### src/rtl/rialu_pkg.sv
package rialu_pkg;
  localparam int XLEN = 32;
  localparam int SHW  = $clog2(XLEN);
  localparam int OPW  = 4;
  localparam int IMMW = 16;

  typedef enum logic [OPW-1:0] {
    OP_ADD = 4'd0,
    OP_SUB = 4'd1,
    OP_AND = 4'd2,
    OP_OR  = 4'd3,
    OP_XOR = 4'd4,
    OP_NOR = 4'd5,
    OP_SLL = 4'd6,
    OP_SRL = 4'd7,
    OP_SRA = 4'd8,
    OP_LUI = 4'd9
  } alu_op_e;

  typedef enum logic [1:0] {
    LG_AND = 2'd0,
    LG_OR  = 2'd1,
    LG_XOR = 2'd2,
    LG_NOR = 2'd3
  } logic_sel_e;

  typedef enum logic [1:0] {
    SH_LEFT  = 2'd0,
    SH_RLOG  = 2'd1,
    SH_RARI  = 2'd2
  } shift_kind_e;

  // Signed overflow of an addition: the addends agree in sign and the sum disagrees.
  function automatic logic sign_overflow(input logic sa, input logic sb, input logic sr);
    return (sa == sb) && (sr != sa);
  endfunction
endpackage

### src/rtl/rialu_addsub.sv
module rialu_addsub #(
  parameter int W = rialu_pkg::XLEN
) (
  input  logic [W-1:0] a,
  input  logic [W-1:0] b,
  input  logic         sub,
  output logic [W-1:0] sum,
  output logic         ovf_raw
);
  logic [W-1:0] b_eff;
  logic [W:0]   wide;

  assign b_eff   = sub ? ~b : b;
  assign wide    = {1'b0, a} + {1'b0, b_eff} + {{W{1'b0}}, sub};
  assign sum     = wide[W-1:0];
  assign ovf_raw = rialu_pkg::sign_overflow(a[W-1], b_eff[W-1], sum[W-1]);

  always_comb begin

    sum_inverse_chk: assert (sub ? ((sum + b) == a) : ((sum - b) == a))
      else $error("adder sum does not invert");
  end
endmodule

### src/rtl/rialu_logic.sv
module rialu_logic #(
  parameter int W = rialu_pkg::XLEN
) (
  input  logic [W-1:0]             a,
  input  logic [W-1:0]             b,
  input  rialu_pkg::logic_sel_e    sel,
  output logic [W-1:0]             res
);
  import rialu_pkg::*;

  always_comb begin
    unique case (sel)
      LG_AND:  res = a & b;
      LG_OR:   res = a | b;
      LG_XOR:  res = a ^ b;
      LG_NOR:  res = ~(a | b);
      default: res = '0;
    endcase
  end

  always_comb begin

    nor_disjoint_chk: assert (sel != LG_NOR || ((res & (a | b)) == '0))
      else $error("nor result overlaps an operand bit");
  end
endmodule

### src/rtl/rialu_shift.sv
module rialu_shift #(
  parameter int W   = rialu_pkg::XLEN,
  parameter int SHW = rialu_pkg::SHW
) (
  input  logic [W-1:0]            val,
  input  logic [SHW-1:0]          amt,
  input  rialu_pkg::shift_kind_e  kind,
  output logic [W-1:0]            res
);
  import rialu_pkg::*;

  logic [W-1:0] stg [SHW+1];
  logic [W-1:0] fill;
  logic         go_left;

  assign go_left = (kind == SH_LEFT);
  assign fill    = (kind == SH_RARI && val[W-1]) ? {W{1'b1}} : '0;
  assign stg[0]  = val;

  for (genvar k = 0; k < SHW; k++) begin : g_stage
    localparam int D = 1 << k;
    assign stg[k+1] = !amt[k] ? stg[k] :
                      go_left ? (stg[k] << D) :
                      ((stg[k] >> D) | (fill << (W - D)));
  end

  assign res = stg[SHW];

  always_comb begin

    zero_shift_chk: assert (amt != '0 || res == val)
      else $error("zero-distance shift altered the value");

    arith_sign_chk: assert (kind != SH_RARI || res[W-1] == val[W-1])
      else $error("arithmetic shift lost the sign");
  end
endmodule

### src/rtl/risc_int_alu.sv
module risc_int_alu (
  input  logic [31:0] op_a,
  input  logic [31:0] op_b,
  input  logic [4:0]  shamt,
  input  logic [3:0]  alu_op,
  input  logic        trap_en,
  output logic [31:0] result,
  output logic        ovf_trap,
  output logic        wr_en
);
  import rialu_pkg::*;

  localparam int W = XLEN;

  logic [W-1:0] arith_res, logic_res, shift_res, upper_res;
  logic         arith_ovf;
  logic         is_arith, is_logic, is_shift, is_upper;
  logic_sel_e   lsel;
  shift_kind_e  skind;

  assign is_arith = (alu_op == OP_ADD) || (alu_op == OP_SUB);
  assign is_logic = (alu_op >= OP_AND) && (alu_op <= OP_NOR);
  assign is_shift = (alu_op >= OP_SLL) && (alu_op <= OP_SRA);
  assign is_upper = (alu_op == OP_LUI);
  assign lsel     = logic_sel_e'(alu_op[1:0] - 2'd2);
  assign skind    = (alu_op == OP_SLL) ? SH_LEFT :
                    (alu_op == OP_SRL) ? SH_RLOG : SH_RARI;

  rialu_addsub #(.W(W)) u_addsub (
    .a(op_a), .b(op_b), .sub(alu_op == OP_SUB),
    .sum(arith_res), .ovf_raw(arith_ovf)
  );

  rialu_logic #(.W(W)) u_logic (
    .a(op_a), .b(op_b), .sel(lsel), .res(logic_res)
  );

  rialu_shift #(.W(W), .SHW(SHW)) u_shift (
    .val(op_b), .amt(shamt), .kind(skind), .res(shift_res)
  );

  assign upper_res = {op_b[IMMW-1:0], {(W-IMMW){1'b0}}};

  always_comb begin
    if (is_arith)      result = arith_res;
    else if (is_logic) result = logic_res;
    else if (is_shift) result = shift_res;
    else if (is_upper) result = upper_res;
    else               result = '0;
  end

  assign ovf_trap = trap_en && is_arith && arith_ovf;
  assign wr_en    = !ovf_trap;

  always_comb begin

    no_overflow_chk: assert (trap_en || !ovf_trap)
      else $error("trap raised on wrapping variant");

    trap_source_chk: assert (!ovf_trap || is_arith)
      else $error("trap raised by a non-arithmetic operation");

    upper_low_zero_chk: assert (!is_upper || result[15:0] == 16'h0)
      else $error("upper placement left low bits set");

    unused_code_chk: assert (is_arith || is_logic || is_shift || is_upper || result == '0)
      else $error("unused code produced nonzero result");
  end
endmodule

### config.mk
export PLATFORM = sky130hd
export DESIGN_NAME = risc_int_alu
export DESIGN_NICKNAME = d
export VERILOG_FILES = /design/src/rtl/rialu_pkg.sv /design/src/rtl/rialu_addsub.sv /design/src/rtl/rialu_logic.sv /design/src/rtl/rialu_shift.sv /design/src/rtl/risc_int_alu.sv
export SDC_FILE = /design/constraint.sdc
export NUM_CORES = 1
export LEC_CHECK = 0
export ABC_AREA = 1
export BUFFER_PORTS_ARGS = -buffer_cell sky130_fd_sc_hd__buf_2
export CORE_MARGIN = 10
export CORE_UTILIZATION = 67
export DETAILED_ROUTE_END_ITERATION = 7
export PLACE_DENSITY = 0.89
export SYNTH_ARGS = -nofsm -noshare
export SYNTH_HDL_FRONTEND = slang
export SYNTH_SLANG_ARGS = --single-unit
### constraint.sdc
create_clock -name vclk -period 8.9
set_clock_uncertainty 0.15 [all_clocks]
set_input_delay 0.445 -clock vclk [all_inputs]
set_output_delay 0.445 -clock vclk [all_outputs]
set_load 0.02 [all_outputs]
==> impl_results.md <==
* Failing checks: design-rule violations
* Starting Density at 68.1%
* Pwr dens at 69.5 nW/um2
* Fin area at 8190 um2
* Final Util at 72.3%
* Slew HR at 7.19%
* Yosys top cell by area: nand2_1
* Post-DP HPWL at 27200 um
* Clock buffers at 0
* Register area share after synthesis at 0%
* Max IR drop VDD at 0.0490 mV
* CORE AREA at 11300 um2
* Avg WL per Cell at 20.3 um
* Worst hold path type: input pin to primary output
* Die X at 127 um
* Tmin final at 4.91 ns
* Fin. max-slew vios at 0
* Largest net degree at the start of global routing at 48
* Compound-cell area share of the yosys netlist at 15.5%
* Post-CTS resize count at 0
* Kind of critical path: input pin to primary output
* Xor-xnor portion of the synthesized cell area at 4.77%
* Post-synthesis adder-cell area fraction at 15.5%
* Synth Instances at 1494
* Drt first-iter violations at 2214
* Tcrit/Tclk final at 55.1%
* Final setup fails at 0
* RSZ-0062 raised after global routing: false
* Largest family of logic cells by synthesized area: simple AND/OR/NAND/NOR gates
* Number of global-route vias before repair at 9968
* Most used cell along the critical path: nand2_1
* PnR Total Power at 0.569 mW
* Placed cell area at 8190 um2
* Mux share of post-synthesis cell area at 0%
* Max-cap violations at 0
* Residual DRC at 17
* Worst Setup End Kind: primary output
* Via count at 11233
* Max stage delay on crit path at 1.06 ns
* Synthesized area per cell at 5.16 um2
* Share of layout cells above drive strength 1 at 9.39%
* FFs & Latches at 0
* Cell Chain, Critical Path: buf_2, nor2_2, nand2_2, buf_4, inv_2, nor2_2, buf_4, nand3_1, nand3_1, nand2_1, nand2_1, nand2_1, nand2_1, o21ai_1, nand3_1, a21oi_1, buf_2
* Post-synthesis simple-gate area fraction at 52.6%
* Top-area cell type share of the netlist area at 26.4%
* Worst EP required at 8.31 ns
* Post-CTS Setup Bufs at 0
* DIE AREA at 16200 um2
* Post-Syn Area at 7710 um2
* Synth top area cells: nand2_1 26%, nand3_1 18%, ha_1 15%, inv_1 7.0%, xor2_1 4.3%
* Total GRT Usage at 39.0%
* First-pass GRT wire length at 52400 um
* Syn. warnings at 0
* Post-route ant nets at 0
* Synth Net Count at 1663
* Number of core rows at 39
* Grt ovf at 0
* Max frequency at 204 MHz
* Fillers at 1106
* Layout area overhead at 6.22%
* Hold-fix buffers at CTS at 0
* Slew @ Worst Pin at 1.39 ns
* Nets at 1715
* Outcome: finished, violations left
* Hold Fails Final Rpt at 0
* Die Ht at 127 um
* Via density at 6.66
* Initial antenna violation count at 1
* Critical path startpoint category: input pin
* Worst Path Arrival at 4.31 ns
* Final wirelength at 34200 um
* Setup TNS at 0 ns
* I/O Buffers at 108
* LEAKAGE at 4.42 nW
* GPL Wtd Cong at 1.19
* Crit path max fanout at 47
* Synth unique cells at 45
* Top Ports at 108
* TritonRoute pass-1 iters at 8
* Critical path's slowest cell: nor2_2
* Antenna Cells at 0
* Register Area at 0 um2
layout by cell type (no fill, tap or decap), drive strengths merged, types with 11 or more instances in the layout:
cell / netlist / final
nand2: 545 / 545
nand4: 38 / 38
xor2: 38 / 38
o2111ai: 23 / 23
ha: 94 / 94
nor2: 72 / 72
buf: 37 / 120
o21ai: 70 / 70
nand3: 275 / 275
o211ai: 11 / 11
a21oi: 64 / 64
inv: 147 / 147
report_power, final:
part | total [mW] | internal (mW) | switching (mW) | leakage, nW
clock | 0 | 0 | 0 | 0
combinational | 0.569 | 0.174 | 0.396 | 4.42
sequential | 0 | 0 | 0 | 0
worst paths after layout:
kind | start | to | cells past startpoint
hold / removal | trap_en | ovf_trap | 4
setup / recovery | alu_op[0] | result[21] | 17
synth_stat cells (7+ instances only):
master / instances
a21oi_1: 64
a221oi_1: 7
buf_1: 11
buf_2: 17
clkbuf_1: 33
ha_1: 94
inv_1: 144
nand2_1: 542
nand3_1: 271
nand4_1: 38
nor2_1: 67
o2111ai_1: 23
o211ai_1: 9
o21ai_0: 50
o21ai_1: 19
xor2_1: 38
worst max-delay path, delay by kind of cell:
| family | cells | cell delay [ns] |
|---|---|---|
| AND/OR/NAND/NOR | 10 | 2.01 |
| buffers and inverters | 5 | 1.36 |
| AO/OA/AOI/OAI | 2 | 0.45 |
cells by family (layout without fill, tap and decap cells):
group,after synthesis,in the layout
xor+xnor,42,42
simple gates,942,942
compound gates,197,197
buf+inv,218,268
fa+ha+maj,95,95
routing by layer:
metal	part of all wire, %	global-route usage, %	vias up
met2	41	59.5	961
met3	16	10.6	251
li1	-	-	5103
met5	0	0	-
met4	7.4	21.7	0
met1	35	48.5	4918
layout make-up:
cell class	instances	area [um2]	area share (%)
multi-input cells	1276	6820	83.3
repair buffers	120	631	7.70
inverters	148	556	6.78
well taps	143	179	2.19
through the flow:
stage | hold slack, ns | setup WS, ns | cells
2_1_floorplan | 0.884 | 5.15 | 1494
3_3_place_gp | 1.11 | 4.33 | 1687
3_5_place_dp | 1.11 | 4.24 | 1687
4_1_cts | 1.11 | 4.23 | 1687
5_1_grt | 1.12 | 3.87 | 1687
6_report | 1.11 | 3.99 | 1687
No activity file was read; power rests on OpenSTA's default activity.
